[config.mk]
export PLATFORM = sky130hd
export DESIGN_NAME = nvm_prog_ctrl
export DESIGN_NICKNAME = d
export VERILOG_FILES = /design/src/rtl/nvm_prog_pkg.sv /design/src/rtl/nvm_unlock_seq.sv /design/src/rtl/nvm_op_engine.sv /design/src/rtl/nvm_prog_ctrl.sv
export SDC_FILE = /design/constraint.sdc
export NUM_CORES = 1
export LEC_CHECK = 0
export ABC_AREA = 1
export ABC_CLOCK_PERIOD_IN_PS = 1880
export BUFFER_PORTS_ARGS = -buffer_cell sky130_fd_sc_hd__clkbuf_2
export CAP_MARGIN = 5
export CORE_AREA = 2 2 168 88
export CTS_CLUSTER_DIAMETER = 150
export DETAILED_ROUTE_END_ITERATION = 16
export DIE_AREA = 0 0 170 90
export GPL_ROUTABILITY_DRIVEN = 1
export GPL_TIMING_DRIVEN = 0
export PLACE_DENSITY = 0.74
export REMOVE_ABC_BUFFERS = 1
export SLEW_MARGIN = 20
export SYNTH_ARGS = -nofsm -noshare
export SYNTH_HDL_FRONTEND = slang
export SYNTH_SLANG_ARGS = --single-unit
[constraint.sdc]
create_clock -name clk -period 1.88 [get_ports clk]
set_clock_uncertainty 0.2 [all_clocks]
set_input_delay 0.188 -clock clk [delete_from_list [all_inputs] [get_ports clk]]
set_output_delay 0.188 -clock clk [all_outputs]
set_load 0.1 [all_outputs]
[src/rtl/nvm_prog_pkg.sv]
`timescale 1ns/1ps
package nvm_prog_pkg;
  localparam logic [31:0] KEY_STEP0 = 32'h0000_0000;
  localparam logic [31:0] KEY_STEP1 = 32'hAA99_6655;
  localparam logic [31:0] KEY_STEP2 = 32'h5566_99AA;

  localparam logic [3:0] OP_NOP  = 4'd0;
  localparam logic [3:0] OP_WORD = 4'd1;
  localparam logic [3:0] OP_PAGE = 4'd4;

  localparam int BIT_BUSY  = 15;
  localparam int BIT_WREN  = 14;
  localparam int BIT_WRERR = 13;
  localparam int BIT_LVERR = 12;

  typedef enum logic [1:0] {REG_CTRL, REG_KEY, REG_ADDR, REG_DATA} reg_sel_e;
  typedef enum logic [1:0] {ALIAS_RAW, ALIAS_SET, ALIAS_CLR, ALIAS_NONE} alias_e;
  typedef enum logic [1:0] {E_IDLE, E_WAIT, E_COMMIT} eng_st_e;
  typedef enum logic [1:0] {KS_IDLE, KS_ONE, KS_TWO, KS_ARMED} key_st_e;

  function automatic logic [31:0] alias_w(logic [31:0] cur, logic [31:0] v, alias_e a);
    case (a)
      ALIAS_RAW: return v;
      ALIAS_SET: return cur | v;
      ALIAS_CLR: return cur & ~v;
      default:   return cur;
    endcase
  endfunction

  function automatic logic [3:0] alias_n4(logic [3:0] cur, logic [3:0] v, alias_e a);
    case (a)
      ALIAS_RAW: return v;
      ALIAS_SET: return cur | v;
      ALIAS_CLR: return cur & ~v;
      default:   return cur;
    endcase
  endfunction

  function automatic logic alias_b(logic cur, logic v, alias_e a);
    case (a)
      ALIAS_RAW: return v;
      ALIAS_SET: return cur | v;
      ALIAS_CLR: return cur & ~v;
      default:   return cur;
    endcase
  endfunction

  function automatic logic op_known(logic [3:0] op);
    return (op == OP_NOP) || (op == OP_WORD) || (op == OP_PAGE);
  endfunction
endpackage

[src/rtl/nvm_unlock_seq.sv]
`timescale 1ns/1ps
module nvm_unlock_seq
  import nvm_prog_pkg::*;
(
  input  logic        clk,
  input  logic        rst_n,
  input  logic        key_wr,
  input  logic        key_raw,
  input  logic [31:0] key_val,
  input  logic        consume,
  output logic        armed
);
  key_st_e st_q, st_d;

  // step taken by a key write in state s
  function automatic key_st_e key_step(key_st_e s, logic raw, logic [31:0] v);
    if (!raw) return KS_IDLE;
    case (s)
      KS_ONE:  return (v == KEY_STEP1) ? KS_TWO : ((v == KEY_STEP0) ? KS_ONE : KS_IDLE);
      KS_TWO:  return (v == KEY_STEP2) ? KS_ARMED : ((v == KEY_STEP0) ? KS_ONE : KS_IDLE);
      default: return (v == KEY_STEP0) ? KS_ONE : KS_IDLE;
    endcase
  endfunction

  always_comb begin
    st_d = st_q;
    if (key_wr)       st_d = key_step(st_q, key_raw, key_val);
    else if (consume) st_d = KS_IDLE;
  end

  always_ff @(posedge clk or negedge rst_n) begin
    if (!rst_n) st_q <= KS_IDLE;
    else        st_q <= st_d;
  end

  assign armed = (st_q == KS_ARMED);


  armed_by_last_key_chk: assert property (@(posedge clk) disable iff (!rst_n)
    $rose(armed) |-> $past(key_wr && key_raw && key_val == KEY_STEP2));
endmodule

[src/rtl/nvm_op_engine.sv]
`timescale 1ns/1ps
module nvm_op_engine
  import nvm_prog_pkg::*;
#(
  parameter int AW         = 8,
  parameter int PAGE_WORDS = 16,
  parameter int WR_CYC     = 4,
  parameter int ER_CYC     = 6
)(
  input  logic          clk,
  input  logic          rst_n,
  input  logic          start,
  input  logic [3:0]    op,
  input  logic [AW-1:0] tgt_widx,
  input  logic [31:0]   wdata,
  input  logic          lv_in,
  output logic          busy,
  output logic          lv_evt,
  output logic          done,
  output logic          done_ok,
  output logic [AW-1:0] arr_rd_addr,
  input  logic [31:0]   arr_rd_data,
  output logic          arr_wr_en,
  output logic [AW-1:0] arr_wr_addr,
  output logic [31:0]   arr_wr_data
);
  localparam int PW   = $clog2(PAGE_WORDS);
  localparam int MAXC = (WR_CYC > ER_CYC) ? WR_CYC : ER_CYC;
  localparam int CW   = $clog2(MAXC + 1);

  eng_st_e       st_q;
  logic [CW-1:0] cnt_q;
  logic [PW-1:0] idx_q;
  logic [3:0]    op_q;
  logic          lv_seen_q;

  function automatic logic [CW-1:0] wait_len(logic [3:0] o);
    case (o)
      OP_WORD: return CW'(WR_CYC);
      OP_PAGE: return CW'(ER_CYC);
      default: return CW'(1);
    endcase
  endfunction

  logic wait_last, skip, is_erase, last_commit;
  assign wait_last   = (st_q == E_WAIT) && (cnt_q == CW'(1));
  assign skip        = lv_seen_q || lv_in;
  assign is_erase    = (op_q == OP_PAGE);
  assign last_commit = (st_q == E_COMMIT) && (!is_erase || idx_q == PW'(PAGE_WORDS - 1));

  assign busy    = (st_q != E_IDLE);
  assign lv_evt  = busy && lv_in;
  assign done    = (wait_last && (op_q == OP_NOP || skip)) || last_commit;
  assign done_ok = !skip;

  assign arr_rd_addr = tgt_widx;
  assign arr_wr_en   = (st_q == E_COMMIT);
  assign arr_wr_addr = is_erase ? {tgt_widx[AW-1:PW], idx_q} : tgt_widx;
  assign arr_wr_data = is_erase ? 32'hFFFF_FFFF : (arr_rd_data & wdata);

  always_ff @(posedge clk or negedge rst_n) begin
    if (!rst_n) begin
      st_q      <= E_IDLE;
      cnt_q     <= '0;
      idx_q     <= '0;
      op_q      <= OP_NOP;
      lv_seen_q <= 1'b0;
    end else begin
      case (st_q)
        E_IDLE: if (start) begin
          st_q      <= E_WAIT;
          cnt_q     <= wait_len(op);
          idx_q     <= '0;
          op_q      <= op;
          lv_seen_q <= 1'b0;
        end
        E_WAIT: begin
          if (lv_in) lv_seen_q <= 1'b1;
          if (wait_last) st_q <= (op_q == OP_NOP || skip) ? E_IDLE : E_COMMIT;
          else           cnt_q <= cnt_q - CW'(1);
        end
        E_COMMIT: begin
          if (lv_in) lv_seen_q <= 1'b1;
          if (last_commit) st_q <= E_IDLE;
          else             idx_q <= idx_q + PW'(1);
        end
        default: st_q <= E_IDLE;
      endcase
    end
  end


  clean_commit_chk: assert property (@(posedge clk) disable iff (!rst_n)
    $rose(arr_wr_en) |-> !$past(lv_in));

  erase_sweep_chk: assert property (@(posedge clk) disable iff (!rst_n)
    (arr_wr_en && is_erase && idx_q != '0) |-> (arr_wr_addr == $past(arr_wr_addr) + AW'(1)));
endmodule

[src/rtl/nvm_prog_ctrl.sv]
`timescale 1ns/1ps
module nvm_prog_ctrl
  import nvm_prog_pkg::*;
#(
  parameter int AW         = 8,
  parameter int PAGE_WORDS = 16,
  parameter int WR_CYC     = 4,
  parameter int ER_CYC     = 6
)(
  input  logic          clk,
  input  logic          rst_n,
  input  logic          bus_wr,
  input  logic [3:0]    bus_addr,
  input  logic [31:0]   bus_wdata,
  input  logic [1:0]    rd_sel,
  output logic [31:0]   rd_data,
  input  logic          lv_in,
  output logic [AW-1:0] arr_rd_addr,
  input  logic [31:0]   arr_rd_data,
  output logic          arr_wr_en,
  output logic [AW-1:0] arr_wr_addr,
  output logic [31:0]   arr_wr_data
);
  localparam int WIDX_LO = 2;

  reg_sel_e wr_sel;
  alias_e   wr_al;
  assign wr_sel = reg_sel_e'(bus_addr[3:2]);
  assign wr_al  = alias_e'(bus_addr[1:0]);

  logic [3:0]  op_q;
  logic        wren_q, wrerr_q, lverr_q;
  logic [31:0] addr_q, data_q;
  logic        busy, lv_evt, done, done_ok, armed;

  logic wr_eff, ctrl_wr, key_wr, key_raw;
  assign wr_eff  = bus_wr && (wr_al != ALIAS_NONE);
  assign ctrl_wr = wr_eff && (wr_sel == REG_CTRL) && !busy;
  assign key_wr  = wr_eff && (wr_sel == REG_KEY);
  assign key_raw = (wr_al == ALIAS_RAW);

  logic [3:0] new_op;
  logic       new_wren, new_go;
  assign new_op   = alias_n4(op_q, bus_wdata[3:0], wr_al);
  assign new_wren = alias_b(wren_q, bus_wdata[BIT_WREN], wr_al);
  assign new_go   = alias_b(1'b0, bus_wdata[BIT_BUSY], wr_al);

  logic start_try, start_ok, start_bad;
  assign start_try = ctrl_wr && new_go;
  assign start_ok  = start_try && armed && wren_q && op_known(new_op);
  assign start_bad = start_try && !start_ok;

  nvm_unlock_seq u_key (
    .clk     (clk),
    .rst_n   (rst_n),
    .key_wr  (key_wr),
    .key_raw (key_raw),
    .key_val (bus_wdata),
    .consume (start_try),
    .armed   (armed)
  );

  nvm_op_engine #(
    .AW(AW), .PAGE_WORDS(PAGE_WORDS), .WR_CYC(WR_CYC), .ER_CYC(ER_CYC)
  ) u_eng (
    .clk         (clk),
    .rst_n       (rst_n),
    .start       (start_ok),
    .op          (new_op),
    .tgt_widx    (addr_q[AW+WIDX_LO-1:WIDX_LO]),
    .wdata       (data_q),
    .lv_in       (lv_in),
    .busy        (busy),
    .lv_evt      (lv_evt),
    .done        (done),
    .done_ok     (done_ok),
    .arr_rd_addr (arr_rd_addr),
    .arr_rd_data (arr_rd_data),
    .arr_wr_en   (arr_wr_en),
    .arr_wr_addr (arr_wr_addr),
    .arr_wr_data (arr_wr_data)
  );

  always_ff @(posedge clk or negedge rst_n) begin
    if (!rst_n) begin
      op_q    <= OP_NOP;
      wren_q  <= 1'b0;
      wrerr_q <= 1'b0;
      lverr_q <= 1'b0;
      addr_q  <= '0;
      data_q  <= '0;
    end else begin
      if (ctrl_wr) begin
        op_q   <= new_op;
        wren_q <= new_wren;
      end
      if (start_bad) wrerr_q <= 1'b1;
      if (lv_evt)    lverr_q <= 1'b1;
      if (done) begin
        if (op_q == OP_NOP) begin
          wren_q  <= 1'b0;
          wrerr_q <= 1'b0;
          lverr_q <= 1'b0;
        end else if (done_ok) begin
          wren_q <= 1'b0;
        end
      end
      if (wr_eff && !busy && wr_sel == REG_ADDR) addr_q <= alias_w(addr_q, bus_wdata, wr_al);
      if (wr_eff && !busy && wr_sel == REG_DATA) data_q <= alias_w(data_q, bus_wdata, wr_al);
    end
  end

  logic [31:0] ctrl_view;
  always_comb begin
    ctrl_view            = '0;
    ctrl_view[3:0]       = op_q;
    ctrl_view[BIT_BUSY]  = busy;
    ctrl_view[BIT_WREN]  = wren_q;
    ctrl_view[BIT_WRERR] = wrerr_q;
    ctrl_view[BIT_LVERR] = lverr_q;
  end

  always_comb begin
    case (reg_sel_e'(rd_sel))
      REG_CTRL: rd_data = ctrl_view;
      REG_ADDR: rd_data = addr_q;
      REG_DATA: rd_data = data_q;
      default:  rd_data = '0;
    endcase
  end


  start_sets_busy_chk: assert property (@(posedge clk) disable iff (!rst_n)
    start_ok |=> busy);

  arm_spent_chk: assert property (@(posedge clk) disable iff (!rst_n)
    start_try |=> !armed);

  reject_flags_chk: assert property (@(posedge clk) disable iff (!rst_n)
    start_bad |=> (wrerr_q && !busy));

  busy_ends_on_done_chk: assert property (@(posedge clk) disable iff (!rst_n)
    $fell(busy) |-> $past(done));

  addr_frozen_chk: assert property (@(posedge clk) disable iff (!rst_n)
    busy |=> $stable(addr_q));
endmodule

==> metrics.txt, run 1 <==
Top Ports 155; pin count of the biggest net entering global routing 87; CP Cell Sequence nor2_2 -> nand2_2 -> nor2_4 -> buf_6 -> clkinvlp_4 -> buf_12 -> nand2_2 -> clkbuf_16; endpoints failing setup between 90 and 100; GR Util All Layers between 20 and 30%; initial antenna violation count 0; most numerous cell in the Yosys netlist nand2_1; synth top area cells dfrtp_1, o21ai_0, nand2_1; drt total wl roughly 24000 µm; pre-CTS setup slack -0.9991 ns; Pleak 4.495 nW; endpoint class of the critical path output port; status complete, but fails checks; #FFs+latches synth 87; clk buf depth 2; DRC violations left 0; Pwr Total about 9.1 mW; root buf cell clkbuf_16; top-area cell type share of the netlist area 35.64%; Distinct cells, synth 37; Pwr Density 965.9 nW/µm²; vias 7069; number of global-route vias before repair between 6000 and 7000; sequential share of the synthesized area 35.64%; Nets 1155; period utilisation layout 115.4%; Mean Syn Cell Area between 6 and 7 µm²; CP Data Arrival Time 1.78 ns; Initial Utilization 43.75%; Clock transition at path regs approximately 0.07 ns; WS Path Type reg2out; Max Slew Vio Count 0; fmax between 400 and 500 MHz; worst endpoint required time 1.49 ns; final hold vios 0; drt first pass iters 5; fraction of layout cells with a size suffix above 1 37.85%; GRT overflow 0; n_diodes 0; clock latency on the worst-skew pair approximately 0.34 ns; post-route minimum period between 2 and 2.5 ns; fin cells 1251; Synthesis Warnings 0; RSZ-0062 raised after global routing true; Core Region ~14000 µm²; DIE WIDTH 170 µm; H-tree levels 3; CP max stage delay 0.40 ns; Critical R2R Launch u_eng.st_q[1]$_DFFE_PN0P_; Slew @ Worst Pin 0.5497 ns; area added between synthesis and finish 55.00%; CTS tree done; dpl hpwl 14040 µm; FP Rows 31; wire per inst 18.96 µm; final setup TNS -12.14 ns; Worst slew margin a little over three fifths; CTS buffer count 9; Max-Cap Viols 0; Worst R2R Setup Slack -0.12 ns; Post-Route Utilization 67.80%; dpl cell area 7003 µm²; ys flop type dfrtp_1; Synth Instances 894; startpoint types flip-flop; Chip Height 90 µm; Synth area leader dfrtp_1; violated checks negative setup slack; worst hold slack 0.007558 ns; EDFF count, synth 0; cell mode on critical path nand2_2; first-pass GRT wire length 33510 µm; Post-synth ARST share 100.0%; Worst Path Max Fanout 14; Die ar. around 15000 µm²; Post-synth top cells nand2_1, o21ai_0, inv_1, dfrtp_1, a21oi_1; GPL Wtd Cong 0.8720; worst hold path class in2async; placed instance count 1185; Slowest-stage cell, CP dfrtp_1; Max VDD drop 844.0 µV; antenna-violating nets left 0; Cell Area, Synth approximately 6100 µm²; R2R Path End u_eng.idx_q[1]$_DFFE_PN0P_; worst setup margin -0.2900 ns; fin area approximately 9500 µm²; DRT iter0 DRCs ~900; total clock sinks just under 90; Worst R2R Path Depth 11; I/O Buffers roughly 150; DR vias/cell approximately 5.7
[sequential cells by signal, summed over array words and instances (netlist names), 2 cells and up]
| name | cells |
|---|---|
| addr_q | 32 |
| data_q | 32 |
| op_q | 4 |
| u_eng.cnt_q | 3 |
| u_eng.idx_q | 4 |
| u_eng.op_q | 4 |
| u_eng.st_q | 2 |
| u_key.st_q | 2 |
[layer usage]
metal	vias up	GRT usage (%)	share of wire [%]
met5	-	0	0
met4	0	6.268	1.1
met3	29	7.354	9.7
met2	415	39.80	44
met1	3315	42.00	45
li1	3310	-	-
[where the power goes]
part / internal (mW) / switching (mW) / leakage, nW / total [mW]
combinational: 1.25 / 3.13 / 3.20 / 4.38
clock: 1.48 / 0.806 / 0.180 / 2.28
sequential: 2.20 / 0.284 / 1.11 / 2.48
total: 4.93 / 4.22 / 4.50 / 9.14
[critical path, delay by kind of cell, from the launching register on]
kind                   cells  cell delay, ns
AND/OR/NAND/NOR            4            0.42
flip-flops                 1            0.40
buffers and inverters      4            0.61
[layout by cell type, fill, tap and decap left out, types with 23 or more instances in the layout]
master     count
o21ai_1       28
inv_1        116
clkbuf_2      87
dfrtp_1       87
a21oi_1       34
nand2_2       78
clkbuf_16     50
nand2_1      140
o22ai_1       23
o21ai_2       41
o21ai_0      143
[kinds of logic (layout without fill, tap and decap cells)]
family,after synthesis,count (layout),share of synthesized area [%]
and+or+nand+nor,314,314,22.57
AOI/OAI and AO/OA,295,295,26.16
buffers and inverters,179,355,11.92
DFF,87,87,35.64
adders and majority gates,16,16,3.277
xor gates and xnor gates,3,3,0.4302
[how the worst max path moves through the flow]
stage                                    from                     end
floorplan               addr_q[4]$_DFFE_PN0P_          arr_wr_addr[2]
global placement                  bus_addr[0]  addr_q[15]$_DFFE_PN0P_
detailed placement  u_eng.op_q[0]$_DFFE_PN0P_          arr_wr_data[8]
CTS                 u_eng.op_q[0]$_DFFE_PN0P_          arr_wr_data[6]
global route        u_eng.op_q[1]$_DFFE_PN0P_         arr_wr_data[23]
finish              u_eng.op_q[0]$_DFFE_PN0P_         arr_wr_data[30]
[cell type report]
type / instances / area, µm²
Fill cell: 1099 / 4496
Timing Repair inverter: 1 / 7.507
Tap cell: 181 / 226.5
Clock buffer: 11 / 242.7
Timing Repair Buffer: 211 / 2395
Sequential cell: 87 / 2177
Clock inverter: 5 / 128.9
Inverter: 127 / 488.0
Multi-Input combinational cell: 628 / 3802
[what timing repair did]
item	in CTS	in global routing
cloned	1	9
resized for setup	172	246
buffers inserted	20	18
setup endpoints to repair	151	135
hold buffers	2	0
hold endpoints to repair	89	0
pin swaps	4	11
Power figures use the tool's default switching activity.
==> run 2: changes to the inputs <==
Settings changed: ABC_CLOCK_PERIOD_IN_PS 1880 to 2070, PLACE_DENSITY 0.74 to 0.72.
Clock period 1.88 ns to 2.07 ns, I/O delays scaled along.
==> run 2 against run 1 <==
Effect of this change: the run still ends with negative setup slack left; routed wire length is 10% lower; first-iteration DRC count is 44% lower; utilization is 6.5 points lower; global-route usage is 0.68 points lower; sequential power is 9.3% lower; power is 16% lower; non-clock buffer count is 23 lower; critical path depth stayed put; highest routed layer unchanged.
==> metrics.txt, run 2 (same netlist as run 1, synthesis figures left out) <==
Initial Utilization 43.75% (unchanged); first-pass GRT wire length 32690 µm (was 33510 µm); wire per inst 17.37 µm (was 18.96 µm); fraction of layout cells with a size suffix above 1 27.51% (was 37.85%); Top Ports 155 (unchanged); Max-Cap Viols 0 (unchanged); worst hold path class in2reg (was in2async); DRC violations left 0 (unchanged); CP max stage delay 0.40 ns (about the same); WP buf/inv 4 (unchanged); pin count of the biggest net entering global routing 78 (was 87); CP Data Arrival Time 1.81 ns (was 1.78 ns); hold depth 5; final setup TNS -4.228 ns (was -12.14 ns); I/O Buffers 154 (unchanged); endpoint class of the critical path output port (unchanged); Pwr Total 7.647 mW (was 9.145 mW); Nets 1132 (was 1155); critical path depth in cells 8 (unchanged); CP Cell Sequence nor2_1 -> nand2_2 -> nor2_4 -> buf_4 -> clkinvlp_4 -> buf_12 -> nand2_2 -> clkbuf_16 (was nor2_2 -> nand2_2 -> nor2_4 -> buf_6 -> clkinvlp_4 -> buf_12 -> nand2_2 -> clkbuf_16); DIE WIDTH 170 µm (unchanged); CTS buffer count 9 (unchanged); Worst Path Max Fanout 16 (was 14); vias 6643 (was 7069); period utilisation layout 106.9%; Worst slew margin 58.65% (was 63.07%); root buf cell clkbuf_16 (unchanged); biggest regs addr_q (32), data_q (32) (unchanged); Sw Ratio 48.18% (was 46.12%); Max VDD drop 1066 µV (was 844.0 µV); Int Power 3.963 mW (was 4.927 mW); GR Util All Layers 27.26% (was 27.94%); startpoint types flip-flop (unchanged); violated checks negative setup slack (unchanged); Critical R2R Launch u_eng.st_q[1]$_DFFE_PN0P_ (unchanged); Pwr Density 893.5 nW/µm² (was 965.9 nW/µm²); Slowest-stage cell, CP dfrtp_1 (unchanged); Slew @ Worst Pin 0.6137 ns (was 0.5497 ns); post-route minimum period around 2.2 ns; RSZ-0062 raised after global routing true (unchanged); DR vias/cell 5.410 (was 5.651); Clock transition at path regs 0.07 ns (about the same); cell mode on critical path nand2_2 (unchanged); DRT iter0 DRCs 492 (was 874); combinational share of power 48.4% (was 47.9%); Pleak 4.096 nW (was 4.495 nW); final hold vios 0 (unchanged); most frequent cells in the layout o21ai_0, nand2_1, inv_1 (unchanged); Net Sw Power 3.684 mW (was 4.217 mW); worst endpoint required time 1.66 ns (was 1.49 ns); dpl cell area 7023 µm² (was 7003 µm²); number of global-route vias before repair 6112 (was 6304); initial antenna violation count 0 (unchanged); total clock sinks 87 (unchanged); Sequential Power Share 29.4% (was 27.2%); Chip Height 90 µm (unchanged); H-tree levels 3 (unchanged); GRT overflow 0 (unchanged); GPL Wtd Cong 0.8646 (was 0.8720); Core Region 13960 µm² (unchanged); fillers 1238 (was 1099); antenna-violating nets left 0 (unchanged); Max Slew Vio Count 0 (unchanged); hold_sp bus_wdata[10]; area added between synthesis and finish 40.11% (was 55.00%); n_diodes 0 (unchanged); FP Rows 31 (unchanged); clk buf depth 2 (unchanged); status complete, but fails checks (unchanged); CTS tree done (unchanged); Worst R2R Path Depth 9 (was 11); clock share of power 22.2% (was 24.9%); endpoints failing setup 36 (was 96); Die ar. 15300 µm² (unchanged); fin area 8558 µm² (was 9468 µm²); commonest non-fill, non-tap cell in the layout o21ai_0 (unchanged); Crit path max-delay family buffers and inverters (unchanged); clock latency on the worst-skew pair 0.34 ns (about the same); dpl hpwl 13820 µm (was 14040 µm); drt total wl 21330 µm (was 23720 µm); drt first pass iters 5 (unchanged); WS Path Type reg2out (unchanged); worst setup margin -0.1427 ns (was -0.2900 ns); fmax 451.9 MHz; CP Launch Point u_eng.op_q[0]$_DFFE_PN0P_ (unchanged)
[run 2: changes by cell type in the layout (fill, tap and decap cells not counted), sizes merged]
cell | previous run | this run
buf | 67 | 34
clkbuf | 153 | 164
bufinv | 4 | 1
clkinv | 1 | 2
clkinvlp | 2 | 3
[run 2: stage by stage]
stage          utilization [%]  hold WS (ns)  std cells  setup WS, ns
6_report                 61.29       0.04545       1228       -0.1427
5_1_grt                  61.29       0.08510       1228       -0.1794
4_1_cts                  60.22       0.03369       1220       -0.1498
3_5_place_dp             50.30       -0.1505       1185       -0.8469
3_3_place_gp             49.09        0.2626       1177        -1.936
2_1_floorplan                -       -0.2886        842        -1.559
[run 2: per-layer routing]
layer / routed length [µm] / vias up / GRT usage (%)
li1: - / 3251 / -
met1: 10100 / 3036 / 40.26
met5: 0 / - / 0
met4: 241 / 0 / 5.484
met2: 8823 / 332 / 40.07
met3: 2166 / 24 / 7.177
[run 2: layout make-up]
cell class                      count  area [µm²]  share of cell area (%)
Multi-Input combinational cell    628        3425                   40.01
Sequential cell                    87        2177                   25.44
Timing Repair Buffer              188        1936                   22.62
Inverter                          127       485.5                   5.673
Clock buffer                       12       246.5                   2.880
Tap cell                          181       226.5                   2.646
Clock inverter                      4       55.05                  0.6433
Timing Repair inverter              1       7.507                 0.08772
[run 2: worst reg2reg max path, stage by stage, from the launching register on]
cell and delay (ns):
dfrtp_1 0.39, inv_2 0.10, ha_4 0.18, buf_4 0.11, nand2_2 0.08, nor3_4 0.26
buf_12 0.20, buf_8 0.20, nand2_1 0.07, o21ai_0 0.09
[run 2: worst paths after layout]
kind | end | slack, ns
worst max-delay path | arr_wr_data[28] | -0.14
worst min-delay path | addr_q[10]$_DFFE_PN0P_ | 0.05
worst max register to register | data_q[10]$_DFFE_PN0P_ | 0.10
worst min register to register | u_eng.lv_seen_q$_DFFE_PN0P_ | 0.29
max in group asynchronous | addr_q[5]$_DFFE_PN0P_ | 0.97
min in group asynchronous | data_q[1]$_DFFE_PN0P_ | 0.07
[run 2: power groups by stage]
stage	sequential [mW]	clock [mW]	combinational [mW]
after global placement	2.26	0	3.10
after floorplan	2.56	0	2.17
after global routing	2.28	1.79	3.89
final	2.25	1.70	3.70
after detailed placement	2.26	0	3.15
after CTS	2.23	1.71	3.62
[run 2: what timing repair did]
action | 4_1_cts | 5_1_grt
pin swaps | 5 | 5
buffers inserted | 16 | 8
setup endpoints to repair | 133 | 115
endpoints found under the hold margin | 89 | 0
hold buffers | 2 | 0
gates cloned | 1 | 0
gates resized for setup | 171 | 25
